File: src/rtl/tmul_pkg.sv
package tmul_pkg;

    localparam int TRIT_W = 2;
    localparam int MODE_W = 3;

    typedef logic [TRIT_W-1:0] trit_t;
    typedef logic [MODE_W-1:0] mode_t;

    localparam trit_t TRIT_ZERO = 2'd0;
    localparam trit_t TRIT_ONE  = 2'd1;
    localparam trit_t TRIT_TWO  = 2'd2;
    localparam trit_t TRIT_BAD  = 2'd3;

    localparam mode_t MODE_EXACT       = 3'd0;
    localparam mode_t MODE_ZERO_NOCY   = 3'd1;
    localparam mode_t MODE_TWO_NOCY    = 3'd2;
    localparam mode_t MODE_ZERO_CY     = 3'd3;
    localparam mode_t MODE_TWO_CY      = 3'd4;
    localparam mode_t MODE_REUSE       = 3'd5;

    typedef struct packed {
        logic  vld;
        logic  err;
        trit_t prod;
        trit_t carry;
        trit_t held;
    } tmul_state_t;

endpackage

File: src/rtl/tmul_trit_check.sv
module tmul_trit_check
    import tmul_pkg::*;
(
    input  trit_t op_a_i,
    input  trit_t op_b_i,
    output logic  bad_o,
    output logic  both_two_o
);

    logic [1:0] is_bad;
    logic [1:0] is_two;
    trit_t      ops [2];

    assign ops[0] = op_a_i;
    assign ops[1] = op_b_i;

    for (genvar g = 0; g < 2; g++) begin : g_op
        assign is_bad[g] = (ops[g] == TRIT_BAD);
        assign is_two[g] = (ops[g] == TRIT_TWO);
    end

    always_comb begin
        bad_o      = |is_bad;
        both_two_o = &is_two;
    end

endmodule

File: src/rtl/tmul_exact_core.sv
module tmul_exact_core
    import tmul_pkg::*;
(
    input  trit_t op_a_i,
    input  trit_t op_b_i,
    output trit_t prod_o,
    output trit_t carry_o
);

    always_comb begin
        prod_o  = TRIT_ZERO;
        carry_o = TRIT_ZERO;
        unique case ({op_a_i, op_b_i})
            {TRIT_ONE, TRIT_ONE}: prod_o = TRIT_ONE;
            {TRIT_ONE, TRIT_TWO},
            {TRIT_TWO, TRIT_ONE}: prod_o = TRIT_TWO;
            {TRIT_TWO, TRIT_TWO}: begin
                prod_o  = TRIT_ONE;
                carry_o = TRIT_ONE;
            end
            default: begin
                prod_o  = TRIT_ZERO;
                carry_o = TRIT_ZERO;
            end
        endcase
    end

endmodule

File: src/rtl/tmul_mode_fix.sv
module tmul_mode_fix
    import tmul_pkg::*;
(
    input  mode_t mode_i,
    input  logic  both_two_i,
    input  trit_t exact_prod_i,
    input  trit_t exact_carry_i,
    input  trit_t held_i,
    output trit_t prod_o,
    output trit_t carry_o
);

    always_comb begin
        prod_o  = exact_prod_i;
        carry_o = exact_carry_i;
        if (both_two_i) begin
            case (mode_i)
                MODE_ZERO_NOCY: begin
                    prod_o  = TRIT_ZERO;
                    carry_o = TRIT_ZERO;
                end
                MODE_TWO_NOCY: begin
                    prod_o  = TRIT_TWO;
                    carry_o = TRIT_ZERO;
                end
                MODE_ZERO_CY: begin
                    prod_o  = TRIT_ZERO;
                    carry_o = TRIT_ONE;
                end
                MODE_TWO_CY: begin
                    prod_o  = TRIT_TWO;
                    carry_o = TRIT_ONE;
                end
                MODE_REUSE: begin
                    prod_o  = held_i;
                    carry_o = TRIT_ONE;
                end
                default: begin
                    prod_o  = exact_prod_i;
                    carry_o = exact_carry_i;
                end
            endcase
        end
    end

endmodule

File: src/rtl/tmul_approx_top.sv
module tmul_approx_top
    import tmul_pkg::*;
(
    input  logic       clk,
    input  logic       rst_n,
    input  logic       in_valid,
    input  logic [2:0] mode,
    input  logic [1:0] trit_a,
    input  logic [1:0] trit_b,
    output logic       out_valid,
    output logic [1:0] prod,
    output logic [1:0] carry,
    output logic       code_err
);

    tmul_state_t st_d, st_q;

    logic  op_bad;
    logic  op_both_two;
    trit_t ex_prod, ex_carry;
    trit_t fix_prod, fix_carry;

    tmul_trit_check u_check (
        .op_a_i     (trit_a),
        .op_b_i     (trit_b),
        .bad_o      (op_bad),
        .both_two_o (op_both_two)
    );

    tmul_exact_core u_exact (
        .op_a_i  (trit_a),
        .op_b_i  (trit_b),
        .prod_o  (ex_prod),
        .carry_o (ex_carry)
    );

    tmul_mode_fix u_fix (
        .mode_i        (mode),
        .both_two_i    (op_both_two),
        .exact_prod_i  (ex_prod),
        .exact_carry_i (ex_carry),
        .held_i        (st_q.held),
        .prod_o        (fix_prod),
        .carry_o       (fix_carry)
    );

    always_comb begin
        st_d     = st_q;
        st_d.vld = in_valid;
        if (in_valid) begin
            if (op_bad) begin
                st_d.err   = 1'b1;
                st_d.prod  = TRIT_ZERO;
                st_d.carry = TRIT_ZERO;
                st_d.held  = TRIT_ZERO;
            end else begin
                st_d.err   = 1'b0;
                st_d.prod  = fix_prod;
                st_d.carry = fix_carry;
                if (!op_both_two) begin
                    st_d.held = fix_prod;
                end
            end
        end
    end

    always_ff @(posedge clk) begin
        if (!rst_n) begin
            st_q <= '0;
        end else begin
            st_q <= st_d;
        end
    end

    assign out_valid = st_q.vld;
    assign prod      = st_q.prod;
    assign carry     = st_q.carry;
    assign code_err  = st_q.err;

    a_r1_no_carry_ordinary: assert property (@(posedge clk) disable iff (!rst_n)
        (rst_n && in_valid && !op_bad && !op_both_two) |=> (carry == TRIT_ZERO && prod != TRIT_BAD));

    a_r3_r4_carry_dropped: assert property (@(posedge clk) disable iff (!rst_n)
        (rst_n && in_valid && (mode == MODE_ZERO_NOCY || mode == MODE_TWO_NOCY)) |=> (carry == TRIT_ZERO));

    a_r7_reuse_held: assert property (@(posedge clk) disable iff (!rst_n)
        (rst_n && in_valid && !op_bad && op_both_two && mode == MODE_REUSE)
        |=> (prod == $past(st_q.held) && carry == TRIT_ONE));

    a_r7_held_kept: assert property (@(posedge clk) disable iff (!rst_n)
        (rst_n && in_valid && op_both_two) |=> $stable(st_q.held));

    a_r8_err_zeroes: assert property (@(posedge clk) disable iff (!rst_n)
        code_err |-> (prod == TRIT_ZERO && carry == TRIT_ZERO));

    a_r9_valid_follows: assert property (@(posedge clk) disable iff (!rst_n)
        (rst_n && in_valid) |=> out_valid);

    a_r9_idle_holds: assert property (@(posedge clk) disable iff (!rst_n)
        (rst_n && !in_valid) |=> (!out_valid && $stable(prod) && $stable(carry) && $stable(code_err)));

endmodule

File: config.mk
export PLATFORM = sky130hd
export DESIGN_NAME = tmul_approx_top
export DESIGN_NICKNAME = d
export VERILOG_FILES = /design/src/rtl/tmul_pkg.sv /design/src/rtl/tmul_trit_check.sv /design/src/rtl/tmul_exact_core.sv /design/src/rtl/tmul_mode_fix.sv /design/src/rtl/tmul_approx_top.sv
export SDC_FILE = /design/constraint.sdc
export NUM_CORES = 1
export LEC_CHECK = 0
export BUFFER_PORTS_ARGS = -buffer_cell sky130_fd_sc_hd__buf_2
export CORE_MARGIN = 2
export CORE_UTILIZATION = 30
export DETAILED_ROUTE_END_ITERATION = 6
export GPL_ROUTABILITY_DRIVEN = 0
export SETUP_SLACK_MARGIN = 0.4
export SYNTH_ARGS = -nofsm -noshare
export SYNTH_HDL_FRONTEND = slang
export SYNTH_SLANG_ARGS = --single-unit
File: constraint.sdc
create_clock -name clk -period 0.99 [get_ports clk]
set_clock_uncertainty 0.05 [all_clocks]
set_input_delay 0.198 -clock clk [delete_from_list [all_inputs] [get_ports clk]]
set_output_delay 0.198 -clock clk [all_outputs]
set_load 0.02 [all_outputs]
# Word level (Yosys, flattened, before mapping)
# Index checks and enable logic that the tools add are counted.
[totals]
register_bits = 8
latch_bits = 0
ram_bits = 0
romBits = 0
inputBits = 10
out_inout_bits = 6
word_cells = 36
mem_count = 0
[op_classes]
n_addsub = 0
multipliers = 0
div = 0
n_lt_le_gt_ge = 0
n_eq_ne = 14
shift = 0
mux = 8
n_bitwise = 0
reduce_logical = 9
[ops]
columns = ["op", "count"]
rows = [
  ["OR reduction 2 bit", 6],
  ["== test 2 bit, second input constant", 4],
  ["== test 4 x 3 -> 1 bit, second input constant", 2],
  ["== test 4 bit, second input constant", 2],
  ["2-to-1 mux 7 bit", 1],
  ["== test 3 x 2 -> 1 bit, second input constant", 2],
  ["== test 3 bit, second input constant", 2],
  ["2-to-1 mux 2 bit", 3],
  ["case mux 2 bit (3 select lines)", 1],
  ["case mux 2 bit (2 select lines)", 1],
  ["AND reduction 2 bit", 2],
  ["== test 3 x 1 -> 1 bit, second input constant", 1],
  ["OR reduction 3 bit", 1],
  ["inequality test 2 bit, second input constant", 1],
  ["case mux 1 bit (2 select lines)", 1],
  ["2-to-1 mux 1 bit", 1],
]

# Depth between registers and ports, before layout
# Gate-level depths: netlist of the first run.
[logic_depth]
ltp_word = 7
mapped_depth = 4
ltp_nobuf = 4

# Hierarchy
# From an unflattened synthesis of the first run, not the netlist that was laid out.
[hier_totals]
hier_cells = 70
hier_area_um2 = 569.3
[modules_own_cells]
columns = ["mod", "n_inst", "cells_each", "area_per_inst_um2", "seq_area_each_um2"]
rows = [
  ["tmul_approx_top", 1, 38, 360.3, 160.2],
  ["tmul_mode_fix", 1, 21, 126.4, 0.0],
  ["tmul_exact_core", 1, 9, 60.1, 0.0],
  ["tmul_trit_check", 1, 2, 22.5, 0.0],
]

# Worst setup path before layout of the first run
# No wires, ideal clock.
[synth_timing]
kind = "input port to flip-flop"
from = "input port trit_b[0]"
to = "register st_q, in the netlist prod[1]"
setup_time_ns = 0.069
t_arrival_ns = 0.863
required_time_ns = 0.871
path_slack_ns = 0.009
path_stages = 4
n_path_buf = 0
path_cell_list = "nand4bb_4 a211oi_1 o221ai_1 o21ai_1"
[synth_via]
elab_chain_cells = 6
word_cells_on_any_way = 14
cone_classes = "6 x eq/ne; 4 x mux; 4 x reduce/logical"
[synth_rtl]
columns = ["element", "line_no", "text"]
rows = [
  ["from (decl)", "tmul_approx_top.sv:9", "input logic [1:0] trit_b,"],
  ["== test 4 x 3 -> 1 bit or == test 4 bit (tied branches)", "tmul_exact_core.sv:13", "unique case ({op_a_i, op_b_i})"],
  ["OR reduction 2 bit, on equally long branches", "n/a", ""],
  ["case mux 2 bit (2 select lines)", "tmul_exact_core.sv:13", ""],
  ["case mux 2 bit (3 select lines)", "tmul_mode_fix.sv:17", "case (mode_i)"],
  ["2-to-1 mux 2 bit", "tmul_mode_fix.sv:16", "if (both_two_i) begin"],
  ["2-to-1 mux 7 bit (*)", "tmul_approx_top.sv:51", "if (op_bad) begin"],
  ["to (signal assigned)", "tmul_approx_top.sv:71", "st_q <= st_d;"],
  ["to (decl)", "tmul_approx_top.sv:16", "tmul_state_t st_d, st_q;"],
]
# Mark *: on every way between the ends. The rest lies on a longest branch, timed or not.
# A chain may end at the register's enable or synchronous reset.

# Worst setup path in the final report of the first run
[layout_timing]
from = "register st_q[0] in the netlist's numbering"
to = "register st_q, in the netlist prod[0]"
[layout_via]
elab_chain_cells = 3
[layout_rtl]
columns = ["element", "line_no"]
rows = [
  ["case mux 2 bit (3 select lines)", "tmul_mode_fix.sv:17"],
  ["2-to-1 mux 2 bit", "tmul_mode_fix.sv:16"],
  ["2-to-1 mux 7 bit", "tmul_approx_top.sv:51"],
]
# Every way passes these cells.

==> impl_metrics.env, run 1 <==
export IMPL_slew_violations=0
export IMPL_synthFlopType="dfxtp_1"
export IMPL_min_period_ns=0.969
export IMPL_drt_wl_total_um=940
export IMPL_rsz0062_at_grt="yes"
export IMPL_clock_sinks=7
export IMPL_die_w_um=41.1
export IMPL_synth_area_per_cell_um2=8.60
export IMPL_hold_viol_final=0
export IMPL_fin_crit_sh_pct=97.9
export IMPL_synth_seq_cells=7
export IMPL_layout_cells_non_filler=86
export IMPL_synth_top_area_share_pct=33.9
export IMPL_path_class="flip-flop to flip-flop"
export IMPL_hold_class="input port to flip-flop"
export IMPL_required_ns=1.07
export IMPL_synthTopCellsByArea="dfxtp_1 34%, buf_4 9.1%, nand4bb_4 6.7%"
export IMPL_power_density_mw_per_mm2=1060
export IMPL_grt_ovfl_total=0
export IMPL_syn_inst=48
export IMPL_synth_most_common_cell="dfxtp_1"
export IMPL_dp_cells=77
export IMPL_die_h_um=41.1
export IMPL_drc_errors=0
export IMPL_clock_fmax_mhz=1030
export IMPL_cp_max_fo=2
export IMPL_io_pins=16
export IMPL_max_stage_delay_ns=0.31
export IMPL_vdd_drop_max_uv=555
export IMPL_antenna_left=0
export IMPL_synth_nets=58
export IMPL_core_area_mm2=0.00130
export IMPL_diodes=0
export IMPL_synthDistinctLibCells=27
export IMPL_grt_pass1_vias=352
export IMPL_dp_hpwl_um=622
export IMPL_yosys_warnings=0
export IMPL_worst_setup_path_start_kind="flip-flop"
export IMPL_synth_edf_count=0
export IMPL_rows=13
export IMPL_htree_levels=1
export IMPL_drive_gt1_share_pct=67.6
export IMPL_cts_tree="built"
export IMPL_clkSlewWorstSetupHoldPaths_ns=0.06
export IMPL_path_buf_inv=0
export IMPL_nets=82
export IMPL_cp_cell_sequence="a21o_1 -> a21oi_2 -> o22a_1 -> a21oi_1"
export IMPL_cts_buffer_depth=2
export IMPL_initial_core_util_pct=31.7
export IMPL_antenna_found_initial=0
export IMPL_hold_buffers=0
export IMPL_synth_top_cell_by_area="dfxtp_1"
export IMPL_finalSetupViolCount=0
export IMPL_grt_max_degree=9
export IMPL_synth_commonest_cells="7 x dfxtp_1, 5 x buf_4, 5 x nand2_1"
export IMPL_synth_async_reset_ratio_pct=0
export IMPL_cts_root_buf="clkbuf_4"
export IMPL_numCtsBuffers=3
export IMPL_grt_pass1_wl_mm=1.37
export IMPL_vias=412
export IMPL_drt_iter0_markers=3
export IMPL_status="complete, no violations"
export IMPL_cp_slowest_cell="dfxtp_1"
export IMPL_power_leakage_nw=0.332
export IMPL_seq_area_frac_synth_pct=33.9
export IMPL_first_pass_iters=2
export IMPL_cp_arrival_ns=1.05
export IMPL_crit_path_end_kind="flip-flop"
export IMPL_grt_usage_pct=12.1
export IMPL_vias_per_cell=4.79
export IMPL_die_area_mm2=0.00169
export IMPL_io_buffers=14
export IMPL_wl_per_cell_um=10.9
export IMPL_synth_area_um2=413
export IMPL_power_mw=0.786
export IMPL_crit_family="compound AO/OA/AOI/OAI gates"
export IMPL_clock_latency_ns=0.25
export IMPL_area_growth_pct=80.0
export IMPL_cap_violations=0
==> registers in the layout (all words and copies together), names as in the netlist <==
| register | flops |
|---|---|
| out_valid | 1 |
| st_q | 2 |
| carry | 1 |
| prod | 2 |
| code_err | 1 |
==> path summary, 6_finish.rpt <==
path                              from  slack, ns                   end  depth (start not counted)
setup / recovery  st_q[0]$_SDFFE_PN0P_       0.02  prod[0]$_SDFFE_PN0P_                          4
hold / removal                in_valid       0.17  prod[0]$_SDFFE_PN0P_                          2
setup reg to reg  st_q[0]$_SDFFE_PN0P_       0.02  prod[0]$_SDFFE_PN0P_                          4
hold reg to reg   st_q[0]$_SDFFE_PN0P_       0.40  st_q[0]$_SDFFE_PN0P_                          2
==> kinds of logic after synthesis <==
family,after synthesis,share of synthesized area [%]
xor+xnor,1,2.12
buf+inv,6,10.0
other cells,1,0.908
flops,7,33.9
simple gates,18,28.5
compound gates,15,24.5
==> final cells by class <==
| type | count | area (um2) |
|---|---|---|
| flip-flops and latches | 7 | 153 |
| multi-input cells | 35 | 317 |
| inverters | 1 | 3.75 |
| repair buffers | 24 | 225 |
| fillers | 108 | 558 |
| well taps | 15 | 18.8 |
| clock buffers | 4 | 26.3 |
==> layout by cell type (no fill, tap or decap), types with 2 or more instances in the layout <==
cell type	instances
nand2_1	5
nor2_1	2
buf_4	8
nand2b_4	4
buf_2	5
buf_6	8
dfxtp_4	2
dfxtp_2	4
buf_8	2
a21oi_1	2
clkbuf_4	3
==> per-layer routing <==
layer  global-route usage (%)  share of wire, %
met5                        0                 0
met4                     6.45                 0
met3                     3.26               5.3
met2                     17.6                43
met1                     15.9                51
==> report_power, final <==
part	switching, mW	leakage (nW)	internal [mW]
sequential	0.00745	0.0603	0.294
combinational	0.0953	0.256	0.120
clock	0.115	0.0150	0.154
total	0.218	0.332	0.568
==> stage by stage <==
step	TNS [ns]	instance area (um2)	utilization, %	setup WS, ns	hold WS [ns]
floorplan	0	454	-	0.0507	0.265
global placement	-0.436	528	40.6	-0.131	0.391
detailed placement	-0.439	528	40.6	-0.135	0.396
CTS	0	639	49.1	0.0202	0.160
global route	-0.0194	743	57.1	-0.0194	0.184
finish	0	743	57.1	0.0208	0.169
==> repair_timing <==
action | CTS | global route
pin swaps | 9 | 11
endpoints found under the setup margin | 11 | 11
cloned | 0 | 0
setup buffers | 2 | 3
resized for setup | 21 | 18
No activity file was read; power rests on OpenSTA's default activity.
==> inputs of run 2 (changes only) <==
--- a/config.mk
+++ b/config.mk
@@ -8,8 +8,10 @@
 export BUFFER_PORTS_ARGS = -buffer_cell sky130_fd_sc_hd__buf_2
 export CORE_MARGIN = 2
 export CORE_UTILIZATION = 30
+export CTS_CLUSTER_SIZE = 20
 export DETAILED_ROUTE_END_ITERATION = 6
 export GPL_ROUTABILITY_DRIVEN = 0
+export PLACE_DENSITY = 0.53
 export SETUP_SLACK_MARGIN = 0.4
 export SYNTH_ARGS = -nofsm -noshare
 export SYNTH_HDL_FRONTEND = slang
==> impl_metrics.env, run 2 (synthesized netlist as in run 1, its figures left out) <==
export IMPL_status="complete, no violations"
export IMPL_cts_buffer_depth=2
export IMPL_first_pass_iters=1
export IMPL_hold_slack_ns=0.199
export IMPL_max_stage_delay_ns=0.32
export IMPL_wl_per_cell_um=12.8
export IMPL_rows=13
export IMPL_holdCritStartpoint="rst_n"
export IMPL_initial_core_util_pct=31.7
export IMPL_io_buffers=14
export IMPL_cap_violations=0
export IMPL_io_pins=16
export IMPL_reg2reg_slack_ns=0.02
export IMPL_diodes=0
export IMPL_htree_levels=1
export IMPL_power_leakage_nw=0.335
export IMPL_crit_top_cell="a21oi_2"
export IMPL_worst_setup_path_start_kind="flip-flop"
export IMPL_clkSlewWorstSetupHoldPaths_ns=0.06
export IMPL_power_density_mw_per_mm2=1060
export IMPL_clock_latency_ns=0.26
export IMPL_vias=423
export IMPL_nets=84
export IMPL_core_area_mm2=0.00130
export IMPL_area_growth_pct=81.2
export IMPL_grt_pass1_vias=432
export IMPL_timing_rr_end="prod[0]$_SDFFE_PN0P_"
export IMPL_grt_usage_pct=15.8
export IMPL_clock_fmax_mhz=1030
export IMPL_hold_buffers=0
export IMPL_fin_crit_sh_pct=97.9
export IMPL_slew_violations=0
export IMPL_grt_max_degree=9
export IMPL_drive_gt1_share_pct=67.1
export IMPL_antenna_left=0
export IMPL_path_buf_inv=0
export IMPL_dp_hpwl_um=697
export IMPL_crit_start="st_q[0]$_SDFFE_PN0P_"
export IMPL_hold_depth=2
export IMPL_drt_iter0_markers=0
export IMPL_grt_ovfl_total=0
export IMPL_finalSetupViolCount=0
export IMPL_path_class="flip-flop to flip-flop"
export IMPL_rr_worst_depth=4
export IMPL_cts_root_buf="clkbuf_4"
export IMPL_cp_max_fo=2
export IMPL_vdd_drop_max_uv=650
export IMPL_grt_pass1_wl_mm=1.68
export IMPL_cp_slowest_cell="dfxtp_2"
export IMPL_layout_commonest_cell="buf_6"
export IMPL_die_w_um=41.1
export IMPL_die_area_mm2=0.00169
export IMPL_min_period_ns=0.969
export IMPL_numCtsBuffers=3
export IMPL_hold_class="input port to flip-flop"
export IMPL_min_to="code_err$_SDFFE_PN0P_"
export IMPL_mostFrequentLayoutCells="11 x buf_6, 9 x buf_4, 5 x nand2_1"
export IMPL_crit_family="compound AO/OA/AOI/OAI gates"
export IMPL_cts_tree="built"
export IMPL_hold_viol_final=0
export IMPL_rsz0062_at_grt="yes"
export IMPL_clock_sinks=7
export IMPL_cp_arrival_ns=1.06
export IMPL_required_ns=1.08
export IMPL_die_h_um=41.1
export IMPL_crit_path_end_kind="flip-flop"
export IMPL_final_util_pct=57.5
export IMPL_drt_wl_total_mm=1.13
export IMPL_r2r_start="st_q[0]$_SDFFE_PN0P_"
export IMPL_drc_errors=0
export IMPL_cp_cell_sequence="a21o_1 -> a21oi_2 -> o22a_1 -> a21oi_2"
export IMPL_vias_per_cell=4.81
export IMPL_antenna_found_initial=0
==> run 2: cell count changes in the layout (fill, tap and decap cells not counted), sizes merged <==
cell | before | now
buf | 24 | 26
==> run 2: area by class of cell <==
type / count / area [um2]
Fill cell: 122 / 553
Inverter: 1 / 3.75
Tap cell: 15 / 18.8
Sequential cell: 7 / 153
Clock buffer: 4 / 26.3
Timing Repair Buffer: 26 / 251
Multi-Input combinational cell: 35 / 295
==> run 2: worst reg2reg max path, delay by kind of cell (launching register included) <==
family	cells	cell delay, ns
flops	1	0.32
compound gates	4	0.48
==> run 2: timing repair <==
| item | CTS | global route |
|---|---|---|
| hold endpoints to repair | 0 | 0 |
| setup buffers | 3 | 1 |
| pin swaps | 12 | 6 |
| resized for setup | 30 | 10 |
| endpoints found under the setup margin | 11 | 11 |
==> run 2: through the flow <==
step           std cells  setup slack (ns)  cell area [um2]  setup TNS [ns]  power [mW]
4_1_cts               87            0.0177              709               0       0.781
6_report              88            0.0206              748               0       0.795
3_5_place_dp          80            -0.128              551          -0.501       0.455
2_1_floorplan         48            0.0507              454               0       0.391
5_1_grt               88           -0.0399              748         -0.0399       0.833
3_3_place_gp          80            -0.114              551          -0.462       0.455
==> run 2: how the worst max path moves through the flow <==
| stage | end | depth (start not counted) |
|---|---|---|
| 2_1_floorplan | st_q[0]$_SDFFE_PN0P_ | 4 |
| 3_3_place_gp | st_q[0]$_SDFFE_PN0P_ | 5 |
| 3_5_place_dp | st_q[0]$_SDFFE_PN0P_ | 5 |
| 4_1_cts | code_err | 1 |
| 5_1_grt | prod[0]$_SDFFE_PN0P_ | 4 |
| 6_report | prod[0]$_SDFFE_PN0P_ | 4 |
==> run 2: metal layers <==
layer | global-route usage, % | vias up | share of wire, %
met5 | 0 | - | 0
met4 | 9.68 | 0 | 2.5
met3 | 3.26 | 5 | 4.7
met2 | 28.1 | 12 | 54
met1 | 16.8 | 188 | 39
li1 | - | 218 | -
==> run 2: power by group <==
part           total, mW  internal, mW  switching [mW]  leakage, nW
registers          0.300         0.293         0.00703       0.0604
logic              0.222         0.126          0.0957        0.260
clock network      0.274         0.155           0.119       0.0150
total              0.795         0.574           0.222        0.335
